### config.mk
export PLATFORM = sky130hd
export DESIGN_NAME = fstn_walker
export DESIGN_NICKNAME = d
export VERILOG_FILES = /design/src/rtl/fstn_pkg.sv /design/src/rtl/fstn_classify.sv /design/src/rtl/fstn_context.sv /design/src/rtl/fstn_cursor.sv /design/src/rtl/fstn_walker.sv
export SDC_FILE = /design/constraint.sdc
export NUM_CORES = 1
export LEC_CHECK = 0
export ABC_AREA = 1
export BUFFER_PORTS_ARGS = -buffer_cell sky130_fd_sc_hd__buf_2
export CORE_MARGIN = 2
export CORE_UTILIZATION = 52
export DETAILED_ROUTE_END_ITERATION = 6
export PLACE_DENSITY = 0.82
export SLEW_MARGIN = 40
export SYNTH_ARGS = -nofsm -noshare
export SYNTH_HDL_FRONTEND = slang
export SYNTH_HIERARCHICAL = 1
export SYNTH_SLANG_ARGS = --single-unit
### constraint.sdc
create_clock -name clk -period 3.1 [get_ports clk]
set_input_delay 0.93 -clock clk [delete_from_list [all_inputs] [get_ports clk]]
set_output_delay 0.93 -clock clk [all_outputs]
set_load 0.005 [all_outputs]
### src/rtl/fstn_pkg.sv
package fstn_pkg;
  // What the walker does with the current cycle's inputs
  typedef enum logic [2:0] {
    EV_NONE    = 3'd0,
    EV_FRAME   = 3'd1,
    EV_ABANDON = 3'd2,
    EV_ENTER   = 3'd3,
    EV_RESTORE = 3'd4,
    EV_PASS    = 3'd5,
    EV_END     = 3'd6
  } walk_ev_e;
endpackage

### src/rtl/fstn_classify.sv
module fstn_classify
  import fstn_pkg::*;
(
  input  logic     start_i,
  input  logic     no_time_i,
  input  logic     node_valid_i,
  input  logic     is_fstn_i,
  input  logic     norm_t_i,
  input  logic     back_t_i,
  input  logic     rec_i,
  input  logic     done_i,
  input  logic     early_i,
  output walk_ev_e ev_o
);
  // save-place marker: back link not terminated
  function automatic logic is_save(input logic bt);
    return !bt;
  endfunction

  always_comb begin
    ev_o = EV_NONE;
    if (start_i)                    ev_o = EV_FRAME;
    else if (rec_i && no_time_i)    ev_o = EV_ABANDON;
    else if (!node_valid_i || done_i) ev_o = EV_NONE;
    else if (is_fstn_i) begin
      if (is_save(back_t_i) && early_i && !rec_i) ev_o = EV_ENTER;
      else if (!is_save(back_t_i) && rec_i)       ev_o = EV_RESTORE;
      else                                        ev_o = EV_PASS;
    end else begin
      ev_o = norm_t_i ? EV_END : EV_PASS;
    end
  end
endmodule

### src/rtl/fstn_context.sv
module fstn_context
  import fstn_pkg::*;
#(
  parameter int unsigned ADDR_W  = 32,
  parameter int unsigned ALIGN_W = 5,
  parameter int unsigned IDX_W   = 3,
  parameter int unsigned EARLY_N = 2
) (
  input  logic              clk,
  input  logic              rst_n,
  input  walk_ev_e          ev_i,
  input  logic [IDX_W-1:0]  uframe_idx_i,
  input  logic [ADDR_W-1:0] norm_ptr_i,
  output logic              rec_o,
  output logic              early_o,
  output logic [ADDR_W-1:0] saved_o
);
  localparam logic [ADDR_W-1:0] LOW_MASK = ADDR_W'((64'd1 << ALIGN_W) - 64'd1);

  function automatic logic [ADDR_W-1:0] align_ptr(input logic [ADDR_W-1:0] p);
    return p & ~LOW_MASK;
  endfunction

  logic rec_q, early_q;
  logic [ADDR_W-1:0] saved_q;
  logic clears_rec;
  assign clears_rec = (ev_i == EV_FRAME) || (ev_i == EV_ABANDON) || (ev_i == EV_RESTORE);

  always_ff @(posedge clk or negedge rst_n) begin
    if (!rst_n) begin
      rec_q   <= 1'b0;
      early_q <= 1'b0;
      saved_q <= '0;
    end else begin
      if (ev_i == EV_FRAME) early_q <= (uframe_idx_i < IDX_W'(EARLY_N));
      if (ev_i == EV_ENTER) begin
        rec_q   <= 1'b1;
        saved_q <= align_ptr(norm_ptr_i);
      end else if (clears_rec) begin
        rec_q <= 1'b0;
      end
    end
  end

  assign rec_o   = rec_q;
  assign early_o = early_q;
  assign saved_o = saved_q;

  p_enter_r3: assert property (@(posedge clk) disable iff (!rst_n)
    ev_i == EV_ENTER |=> rec_q);
  p_clear_r5: assert property (@(posedge clk) disable iff (!rst_n)
    clears_rec |=> !rec_q);
  p_keep_r8: assert property (@(posedge clk) disable iff (!rst_n)
    (rec_q && ev_i != EV_FRAME) |=> $stable(saved_q));
  p_late_r7: assert property (@(posedge clk) disable iff (!rst_n)
    !early_q |-> !rec_q);
endmodule

### src/rtl/fstn_cursor.sv
module fstn_cursor
  import fstn_pkg::*;
#(
  parameter int unsigned ADDR_W  = 32,
  parameter int unsigned ALIGN_W = 5
) (
  input  logic              clk,
  input  logic              rst_n,
  input  walk_ev_e          ev_i,
  input  logic [ADDR_W-1:0] entry_ptr_i,
  input  logic [ADDR_W-1:0] norm_ptr_i,
  input  logic [ADDR_W-1:0] back_ptr_i,
  input  logic [ADDR_W-1:0] saved_i,
  output logic [ADDR_W-1:0] next_o,
  output logic              done_o
);
  localparam logic [ADDR_W-1:0] LOW_MASK = ADDR_W'((64'd1 << ALIGN_W) - 64'd1);

  function automatic logic [ADDR_W-1:0] align_ptr(input logic [ADDR_W-1:0] p);
    return p & ~LOW_MASK;
  endfunction

  logic [ADDR_W-1:0] next_q;
  logic done_q;

  always_ff @(posedge clk or negedge rst_n) begin
    if (!rst_n) begin
      next_q <= '0;
      done_q <= 1'b0;
    end else begin
      unique case (ev_i)
        EV_FRAME: begin
          next_q <= align_ptr(entry_ptr_i);
          done_q <= 1'b0;
        end
        EV_ABANDON: done_q <= 1'b1;
        EV_ENTER:   next_q <= align_ptr(back_ptr_i);
        EV_RESTORE: next_q <= saved_i;
        EV_PASS:    next_q <= align_ptr(norm_ptr_i);
        EV_END:     done_q <= 1'b1;
        default: ;
      endcase
    end
  end

  assign next_o = next_q;
  assign done_o = done_q;

  p_align_r11: assert property (@(posedge clk) disable iff (!rst_n)
    (next_q & LOW_MASK) == '0);
  p_done_r9: assert property (@(posedge clk) disable iff (!rst_n)
    ev_i == EV_END |=> done_q);
  p_idle_r12: assert property (@(posedge clk) disable iff (!rst_n)
    (done_q && ev_i == EV_NONE) |=> ($stable(next_q) && done_q));
  p_restart_r2: assert property (@(posedge clk) disable iff (!rst_n)
    ev_i == EV_FRAME |=> !done_q);
endmodule

### src/rtl/fstn_walker.sv
module fstn_walker
  import fstn_pkg::*;
#(
  parameter int unsigned ADDR_W  = 32,
  parameter int unsigned ALIGN_W = 5,
  parameter int unsigned IDX_W   = 3,
  parameter int unsigned EARLY_N = 2
) (
  input  logic              clk,
  input  logic              rst_n,
  input  logic              uframe_start,
  input  logic [IDX_W-1:0]  uframe_idx,
  input  logic [ADDR_W-1:0] frame_entry_ptr,
  input  logic              no_time,
  input  logic              node_valid,
  input  logic              node_is_fstn,
  input  logic [ADDR_W-1:0] norm_ptr,
  input  logic              norm_t,
  input  logic [ADDR_W-1:0] back_ptr,
  input  logic              back_t,
  output logic [ADDR_W-1:0] next_addr,
  output logic              walk_done,
  output logic              recovery_active,
  output logic              ssplit_block
);
  walk_ev_e          ev;
  logic              rec, early, done;
  logic [ADDR_W-1:0] saved;

  fstn_classify u_classify (
    .start_i(uframe_start), .no_time_i(no_time), .node_valid_i(node_valid),
    .is_fstn_i(node_is_fstn), .norm_t_i(norm_t), .back_t_i(back_t),
    .rec_i(rec), .done_i(done), .early_i(early), .ev_o(ev)
  );

  fstn_context #(.ADDR_W(ADDR_W), .ALIGN_W(ALIGN_W), .IDX_W(IDX_W), .EARLY_N(EARLY_N)) u_context (
    .clk(clk), .rst_n(rst_n), .ev_i(ev), .uframe_idx_i(uframe_idx),
    .norm_ptr_i(norm_ptr), .rec_o(rec), .early_o(early), .saved_o(saved)
  );

  fstn_cursor #(.ADDR_W(ADDR_W), .ALIGN_W(ALIGN_W)) u_cursor (
    .clk(clk), .rst_n(rst_n), .ev_i(ev), .entry_ptr_i(frame_entry_ptr),
    .norm_ptr_i(norm_ptr), .back_ptr_i(back_ptr), .saved_i(saved),
    .next_o(next_addr), .done_o(done)
  );

  assign walk_done       = done;
  assign recovery_active = rec;
  assign ssplit_block    = rec;

  // outside recovery the time indication must not end the walk by itself
  p_notime_r10: assert property (@(posedge clk) disable iff (!rst_n)
    (no_time && !rec && !uframe_start && !node_valid && !done) |=> !done);
endmodule

==> results of run 1 <==
-- layout by cell type, fill, tap and decap left out, types with 2 or more instances in the layout --
cell,netlist,final
buf_4,14,19
dfrtp_1,62,62
nand2_2,4,4
nand2_1,237,237
nor2_1,6,4
clkinv_2,0,2
conb_1,1,5
clkinv_1,7,7
inv_1,134,134
clkbuf_8,0,10
o21ai_0,3,2
nand3_1,61,61
nand4_1,54,54
buf_2,22,125
clkbuf_1,3,2
nand3_4,2,2
o21ai_2,27,27
bufinv_16,0,2
inv_2,2,2
-- registers in the layout, summed over array words and instances (netlist names) --
signal,cells
u_cursor/next_o,32
u_context/saved_o,27
u_context/early_o,1
u_context/rec_o,1
u_cursor/done_o,1
-- per-layer routing --
| layer | GRT usage, % | vias to the layer above | part of all wire, % |
|---|---|---|---|
| li1 | - | 2207 | - |
| met1 | 32.69 | 1978 | 43 |
| met2 | 41.08 | 165 | 48 |
| met3 | 4.310 | 21 | 6.3 |
| met4 | 12.56 | 0 | 2.4 |
| met5 | 0 | - | 0 |
-- per-stage QoR --
step           setup WS, ps  cells
4_1_cts               725.2    875
3_3_place_gp          442.8    859
3_5_place_dp          364.7    859
5_1_grt               546.0    876
2_1_floorplan         288.8    657
6_report              712.2    876
-- power by group --
| group | internal [mW] | switching [mW] |
|---|---|---|
| sequential | 1.02 | 0.113 |
| combinational | 0.325 | 0.472 |
| clock | 0.473 | 0.315 |
| total | 1.82 | 0.900 |
-- path summary, 6_finish.rpt --
kind,end,slack [ps],cells after the start
worst max-delay path,u_cursor/next_o[20]$_DFFE_PN0P_,710,14
worst min-delay path,u_cursor/next_o[0]$_DFFE_PN0P_,470,2
worst max register to register,u_cursor/next_o[20]$_DFFE_PN0P_,930,13
worst min register to register,u_cursor/next_o[0]$_DFFE_PN0P_,470,2
max in group asynchronous,u_cursor/next_o[3]$_DFFE_PN0P_,1870,2
min in group asynchronous,u_cursor/next_o[28]$_DFFE_PN0P_,530,1
-- kinds of logic after synthesis --
logic type / synth area share (%)
buf+inv: 19.55
compound gates: 6.246
other cells: 0.08708
flops: 36.03
simple gates: 38.09
-- critical path, cell delays in order --
cell and delay (ps):
buf_2 110, nor2_1 80, nand2_1 80, nand2_1 60
nand2_1 80, a21oi_4 200, buf_4 230, nand3_4 90
nand2_2 400, nand2_1 120, inv_1 70, nand2_1 70
nand2_1 60, nand2_1 40
-- final cells by class --
type,instances,share of cell area (%)
tap,105,2.535
clock inverter,4,1.352
clock buffer,12,2.801
multi-input combinational,404,37.76
antenna,1,0.04829
inverter,143,10.36
timing repair buffer,145,15.21
sequential,62,29.94
==> flow_summary.yaml, run 1 <==
global_route:
  grt_max_degree: 41
  grtUsageTotal_pct: 25.33
  gr-total-overflow: 0
  first_global_vias: 3916
  antenna_found_initial: 1
  grt_pass1_wl_um: 17710
place:
  portBuffers: 125
  post_dp_cell_area_um2: 4965
  place.gp.congestion: 0.8877
  dp_hpwl_um: 8131
clock_tree:
  cts_root_buf: "clkbuf_8"
  postCtsSetupRepairBufs: 0
  path_clk_slew_ps: 70
  ctsLongestPathBuffers: 2
  numCtsBuffers: 9
  clock_sinks: 62
  cts_tree: "yes"
  clk_latency_ps: 340
  cts.repair.resized: 0
  cts_hold_buf: 0
  htreeDepth: 3
synthesis:
  syn_area_um2: 4307
  synthDominantCellAreaShare_pct: 36.03
  synth_most_common_cell: "nand2_1"
  synth-edff-count: 0
  ys_ff_latch: 62
  ys_seq_area_share_pct: 36.03
  yosys.area.top_type: "dfrtp_1"
  avgSynthCellArea_um2: 6.595
  ys_async_sr_fraction_pct: 100.0
  synth_area_leaders: "dfrtp_1, nand2_1, inv_1"
  synthFlopType: "dfrtp_1"
  synth_warnings: 6
  yosys-top-cells-count: "nand2_1, inv_1, dfrtp_1, nand3_1, nand4_1"
  netlist_instances: 653
  synth_cell_types: 23
floorplanning:
  fp.dieW_um: 95.01
  die_area_um2: 9026
  initial_utilization_pct: 52.95
  ios: 142
  core_area_um2: 8134
  die_y_um: 95.01
  rows: 33
route:
  drt_pass1_iterations: 5
  drt_iter0_drc: 288
  routed_wl_um: 11200
  remaining_drc_errors: 0
  vias: 4371
  viasPerCell: 4.990
  avgRoutedWirePerCell_um: 12.79
  ant_nets: 0
critical_path:
  cp_max_fo: 27
  crit_start: "back_t"
  crit_path_end_kind: "flip-flop"
  crit_type: "in2reg"
  setup.worst_path.start_class: "primary input"
  cp.required_ps: 3330
  timing.rr.start: "u_context/rec_o$_DFFE_PN0P_"
  cp.arrival_ps: 2620
sta:
  setup_viol: 0
  period_share_pct: 77.03
  finalHoldViolCount: 0
  rsz0062_at_grt: "no"
  worst_slew_pin_slew_ps: 551.6
  whs_ps: 474.7
  setup_tns_ps: 0
  slew_viol_final: 0
  worst_slew_margin_rel_pct: 63.17
  fin_skew_ps: 12.68
  min_period_ps: 2388
  timing.fmax_mhz: 418.8
pwr:
  power_density_nw_per_um2: 523.9
  p_leak_nw: 3.232
  vdd_ir_drop_max_mv: 0.3210
  finalPower_mw: 2.715
run_status:
  status: "finished clean"
layout:
  final_cell_area_um2: 5182
  final_nets: 872
  n_fill_cell: 749
  post-route-util_pct: 63.71
  seq_area_um2: 1551
  area_delta_synth_final_pct: 20.34
  drive_above_1_share_pct: 25.97
  multi_input_area_um2: 1957
hold_path:
  worstHoldStart: "u_cursor/next_o[0]$_DFFE_PN0P_"
  hold_class: "reg2reg"
flow_run:
  cap_viol_max_count: 0
(Power assumes the default switching activity.)
==> run 2: changes to the inputs <==
- ABC_AREA: 1 -> 0
- CORE_UTILIZATION: 52 -> 50
- PLACE_DENSITY: 0.82 -> 0.81
- clock period: 3.1 -> 2.23 ns (I/O delays scaled with it)
==> run 2 against run 1 <==
Global-route usage fell by 1.8 points. Synthesized area fell by 11%. Power rose by 31%. Register-to-register slack got worse by 820 ps. Combinational power rose by 25%. Core utilization rose by 3.5 points. Critical endpoint is now u_cursor/next_o[19]$_DFFE_PN0P_. Largest power group unchanged.
==> flow_summary.yaml, run 2 <==
global_route:
  grtUsageTotal_pct: 23.50
  first_global_vias: 3309
  antenna_found_initial: 0
  grt_max_degree: 63
  gr-total-overflow: 0
  grt_pass1_wl_um: 15730
critical_path:
  crit_slowest_cell: "dfrtp_1"
  reg2reg_depth: 7
  crit_path_end_kind: "flip-flop"
  cp_max_fo: 11
  r2r_setup_slack_ps: 110
  cp.depth: 7
  setup.worst_path.start_class: "flip-flop"
  crit_start: "u_context/rec_o$_DFFE_PN0P_"
  cp.required_ps: 2430
  cp-endpoint: "u_cursor/next_o[19]$_DFFE_PN0P_"
  crit_chain: "o31a_1 -> a221oi_4 -> buf_6 -> nor2b_2 -> buf_4 -> a211oi_1 -> o2bb2ai_1"
  cp.arrival_ps: 2320
  critPathBufInv: 2
  slowest_delay_ps: 430
  crit_type: "reg2reg"
  timing.rr.start: "u_context/rec_o$_DFFE_PN0P_"
  r2r-end: "u_cursor/next_o[19]$_DFFE_PN0P_"
  path_delay_family: "compound AO/OA/AOI/OAI gates"
layout:
  instances_no_fill: 574
  n_antenna_cell: 0
  multi_input_area_um2: 2007
  area_delta_synth_final_pct: 28.23
  n_fill_cell: 570
  layout_common_cells: "buf_2, dfrtp_1, and3b_1, nand2b_1, o2bb2ai_1"
  seq_area_um2: 1551
  drive_above_1_share_pct: 45.05
  final_nets: 577
  largest_reg_flops: 32
  final_cell_area_um2: 4927
  mostFrequentLayoutCell: "buf_2"
synthesis:
  netlist_instances: 339
  syn_area_um2: 3842
  synth_cell_types: 39
  synth_compound_area_share_pct: 15.30
  synthXorXnorAreaFrac_pct: 0
  avgSynthCellArea_um2: 11.33
  synth_warnings: 6
  yosys.area.top_type: "dfrtp_1"
  ys_seq_area_share_pct: 40.38
  ys_ff_latch: 62
  synth_top_family_by_area: "simple AND/OR/NAND/NOR gates"
  synthDominantCellAreaShare_pct: 40.38
  synth_mux_area_share_pct: 10.06
  yosys-top-cells-count: "dfrtp_1, and3b_1, nand2b_1, o2bb2ai_1, nor3_1"
  synth_adder_area_share_pct: 0
  ys_async_sr_fraction_pct: 100.0
  synthSimpleGateAreaFrac_pct: 25.63
  synth_most_common_cell: "dfrtp_1"
  synth_area_leaders: "dfrtp_1, mux2_4, and3b_1"
  synthFlopType: "dfrtp_1"
  synth-edff-count: 0
pwr:
  power_density_nw_per_um2: 719.5
  finalPower_mw: 3.545
  p_leak_nw: 2.341
  vdd_ir_drop_max_mv: 0.4991
sta:
  postLayoutSetupSlackWorst_ps: 107.5
  fin_skew_ps: 12.42
  slew_viol_final: 0
  period_share_pct: 95.18
  finalHoldViolCount: 0
  timing.fmax_mhz: 471.1
  setup_viol: 0
  rsz0062_at_grt: "no"
  min_period_ps: 2123
clock_tree:
  path_clk_slew_ps: 70
  cts_hold_buf: 0
  htreeDepth: 3
  clock_sinks: 62
  cts_tree: "yes"
  clk_latency_ps: 340
  cts_root_buf: "clkbuf_8"
  ctsLongestPathBuffers: 2
  numCtsBuffers: 9
route:
  wl_met1_um: 4127
  routed.top_layer: "met4"
  ant_nets: 0
  vias: 3165
  routed_wl_um: 9421
  dr_wl_met2_um: 4685
  viasPerCell: 5.514
  wl_met3_um: 444
  avgRoutedWirePerCell_um: 16.41
  drt_iter0_drc: 106
  remaining_drc_errors: 0
  drt_pass1_iterations: 4
place:
  dp_slack_ps: -198.7
  post_dp_cell_area_um2: 4707
  dp_hpwl_um: 6689
  portBuffers: 125
  dp_cells: 557
  place.gp.congestion: 0.7814
floorplanning:
  die_y_um: 91.67
  fp.dieW_um: 91.67
  core_area_um2: 7331
  rows: 31
  die_area_um2: 8402
  initial_utilization_pct: 52.42
  ios: 142
run_status:
  status: "finished clean"
hold_path:
  hold_class: "in2async"
flow_run:
  cap_viol_max_count: 0
-- run 2: how the worst min path moves through the flow --
stage	start	end	depth (start not counted)
floorplan	rst_n	u_context/early_o$_DFFE_PN0N_	0
global placement	u_cursor/next_o[13]$_DFFE_PN0P_	u_cursor/next_o[13]$_DFFE_PN0P_	1
detailed placement	u_cursor/next_o[21]$_DFFE_PN0P_	u_cursor/next_o[21]$_DFFE_PN0P_	1
CTS	rst_n	u_context/saved_o[18]$_DFFE_PN0P_	2
global route	rst_n	u_cursor/next_o[16]$_DFFE_PN0P_	2
finish	rst_n	u_context/early_o$_DFFE_PN0N_	2
-- run 2: stage by stage --
| step | TNS [ps] | util, % | hold WS [ps] |
|---|---|---|---|
| after global routing | 0 | 67.21 | 366.1 |
| after floorplan | 0 | - | 373.4 |
| after detailed placement | -6180 | 64.21 | 468.6 |
| after global placement | -4536 | 64.21 | 464.9 |
| final | 0 | 67.21 | 324.1 |
| after CTS | 0 | 66.96 | 337.3 |
-- run 2: layout make-up --
class | instances | share of cell area [%]
multi-input cells | 239 | 40.73
flip-flops and latches | 62 | 31.49
repair buffers | 157 | 21.10
clock buffers | 13 | 3.225
well taps | 99 | 2.514
clock inverters | 3 | 0.8634
inverters | 1 | 0.07618
-- run 2: worst reg2reg max path: stages, from the launching register on --
cell	delay (ps)
dfrtp_1	430
o31a_1	370
a221oi_4	340
buf_6	200
nor2b_2	90
buf_4	170
a211oi_1	270
o2bb2ai_1	120
-- run 2: where the power goes --
group | leakage (nW) | switching (mW) | internal [mW]
Sequential | 0.753 | 0.136 | 1.40
Clock | 0.0996 | 0.436 | 0.577
Combinational | 1.49 | 0.390 | 0.607
-- run 2: routing by layer --
| layer | up-vias | GRT usage [%] |
|---|---|---|
| met5 | - | 0 |
| met4 | 0 | 7.197 |
| met3 | 16 | 5.588 |
| met2 | 91 | 39.58 |
| met1 | 1535 | 30.00 |
| li1 | 1523 | - |
-- run 2: cells by family after synthesis --
family / after synthesis
and+or+nand+nor: 134
AOI/OAI and AO/OA: 72
DFF: 62
buffers and inverters: 42
muxes: 28
other: 1
-- run 2: timing repair --
| item | CTS | global route |
|---|---|---|
| setup endpoints to repair | 0 | 9 |
| setup buffers | 0 | 1 |
| resized for setup | 0 | 3 |
| hold endpoints to repair | 0 | 0 |
==> run 3: changes to the inputs <==
- ABC_AREA: 0 -> 1
- CORE_UTILIZATION: 50 -> 52
- PLACE_DENSITY: 0.81 -> 0.82
==> run 3 against run 2 <==
Hold slack got worse by 14 ps. Sequential share of layout area decreased by 2.7 points. Critical path depth increased by 6. Design area increased by 9.4%. Sequential power increased by 3%. Cell count increased by 55%. Die area increased by 7.4%. Sequential cell count unchanged. Largest power group unchanged. Highest routed layer unchanged.
==> flow_summary.yaml, run 3 (synthesis results as in run 1) <==
place:
  post_dp_cell_area_um2: 5177
  portBuffers: 125
  dp_hpwl_um: 8205
  place.gp.congestion: 0.8289
clock_tree:
  numCtsBuffers: 9
  cts_root_buf: "clkbuf_8"
  clk_latency_ps: 340
  cts_hold_buf: 0
  path_clk_slew_ps: 80
  cts.repair.resized: 0
  clock_sinks: 62
  htreeDepth: 3
  cts_tree: "yes"
  postCtsSetupRepairBufs: 0
  ctsLongestPathBuffers: 2
floorplanning:
  core_area_um2: 8134
  initial_utilization_pct: 52.95
  fp.dieW_um: 95.01
  ios: 142
  die_area_um2: 9026
  die_y_um: 95.01
  rows: 33
pwr:
  internal-power_mw: 2.493
  p_comb_share_pct: 31.1
  vdd_ir_drop_max_mv: 0.4672
  finalPower_mw: 3.788
  power_density_nw_per_um2: 702.9
  p_leak_nw: 3.329
  p_clk_share_pct: 27.5
  pwr-share-seq_pct: 41.4
  p_sw_share_pct: 34.19
  p_sw_mw: 1.295
layout:
  final_cell_area_um2: 5389
  n_antenna_cell: 0
  final_nets: 887
  drive_above_1_share_pct: 27.64
  mostFrequentLayoutCell: "nand2_1"
  post-route-util_pct: 66.25
  area_delta_synth_final_pct: 25.13
  layout_common_cells: "nand2_1, inv_1, buf_2, dfrtp_1, nand3_1"
  n_fill_cell: 714
  largest_reg_flops: 32
critical_path:
  cp_max_fo: 15
  reg2reg_depth: 13
  r2r-end: "u_cursor/next_o[23]$_DFFE_PN0P_"
  cp.arrival_ps: 2200
  crit_type: "reg2reg"
  setup.worst_path.start_class: "flip-flop"
  timing.rr.start: "u_context/rec_o$_DFFE_PN0P_"
  cp.required_ps: 2470
  crit_path_end_kind: "flip-flop"
  r2r_setup_slack_ps: 270
sta:
  timing.fmax_mhz: 509.1
  rsz0062_at_grt: "no"
  setup_tns_ps: 0
  finalHoldViolCount: 0
  slew_viol_final: 0
  min_period_ps: 1964
  setup_viol: 0
  period_share_pct: 88.09
  fin_skew_ps: 12.15
route:
  ant_nets: 0
  viasPerCell: 5.013
  drt_pass1_iterations: 5
  routed_wl_um: 11490
  vias: 4462
  remaining_drc_errors: 0
  drt_iter0_drc: 315
  avgRoutedWirePerCell_um: 12.91
global_route:
  grt_pass1_wl_um: 17950
  grtUsageTotal_pct: 25.73
  antenna_found_initial: 0
  grt_max_degree: 63
  first_global_vias: 3907
  gr-total-overflow: 0
hold_path:
  hold_class: "in2async"
flow_run:
  cap_viol_max_count: 0
run_status:
  status: "finished clean"
==> run 3: cell types whose count changed in the layout (fill, tap and decap cells not counted), moves of 10 or more <==
| cell | previous run | this run |
|---|---|---|
| mux2_4 | 19 | 0 |
| nand2b_1 | 27 | 0 |
| buf_4 | 16 | 26 |
| inv_1 | 1 | 134 |
| nand4_1 | 0 | 54 |
| nand3_1 | 1 | 61 |
| nand2_1 | 8 | 237 |
| nor3_1 | 26 | 0 |
| nor4bb_1 | 20 | 0 |
| o2bb2ai_1 | 27 | 0 |
| a211oi_1 | 23 | 0 |
| and3b_1 | 28 | 0 |
| o21ai_2 | 0 | 27 |
==> run 3: final cells by class <==
cell class | instances | area [um^2] | share of cell area (%)
clock buffer | 11 | 151.4 | 2.809
clock inverter | 5 | 57.56 | 1.068
inverter | 143 | 539.3 | 10.01
multi-input combinational | 404 | 1957 | 36.31
sequential | 62 | 1551 | 28.79
tap | 105 | 131.4 | 2.438
timing repair buffer | 160 | 1001 | 18.57
==> run 3: worst max-delay path: stages (launching register included) <==
cell and delay [ps]:
dfrtp_1 430, nor2_1 120, nand2_1 70, nand2_1 60, nand2_1 80, a21oi_4 210
inv_1 100, nand2_1 200, buf_4 260, nand3_1 100, nand2_1 70, inv_1 40
nand2_1 60, nand2_1 50
==> run 3: worst max path at each step <==
| stage | depth (start not counted) | slack [ps] | from | endpoint |
|---|---|---|---|---|
| 2_1_floorplan | 14 | 90 | back_t | u_cursor/next_o[10]$_DFFE_PN0P_ |
| 3_3_place_gp | 12 | -90 | back_t | u_cursor/next_o[22]$_DFFE_PN0P_ |
| 3_5_place_dp | 12 | -210 | back_t | u_cursor/next_o[7]$_DFFE_PN0P_ |
| 4_1_cts | 11 | 80 | u_context/rec_o$_DFFE_PN0P_ | u_cursor/next_o[7]$_DFFE_PN0P_ |
| 5_1_grt | 14 | 30 | u_context/rec_o$_DFFE_PN0P_ | u_cursor/next_o[29]$_DFFE_PN0P_ |
| 6_report | 13 | 270 | u_context/rec_o$_DFFE_PN0P_ | u_cursor/next_o[23]$_DFFE_PN0P_ |
==> run 3: per-layer routing <==
layer	part of all wire (%)	wire length (um)	GRT usage, %	vias to the layer above
met3	6.1	696	3.831	20
met4	2.3	269	10.02	0
met2	48	5540	42.79	180
met5	0	0	0	-
met1	43	4987	33.75	2029
li1	-	-	-	2233
==> run 3: power by group through the flow <==
stage	logic (mW)	registers, mW	clock network (mW)
after floorplan	0.735	1.57	0
after global placement	1.12	1.57	0
after detailed placement	1.17	1.59	0
after CTS	1.18	1.57	1.07
after global routing	1.33	1.60	1.11
final	1.18	1.57	1.04
==> run 3: metrics by stage <==
stage                     cells  setup slack (ps)  hold WS [ps]
after global routing        890             34.89         339.2
after global placement      874            -93.44         450.7
final                       890             265.6         309.9
after floorplan             657             89.39         373.4
after CTS                   890             75.33         324.9
after detailed placement    874            -210.4         457.5
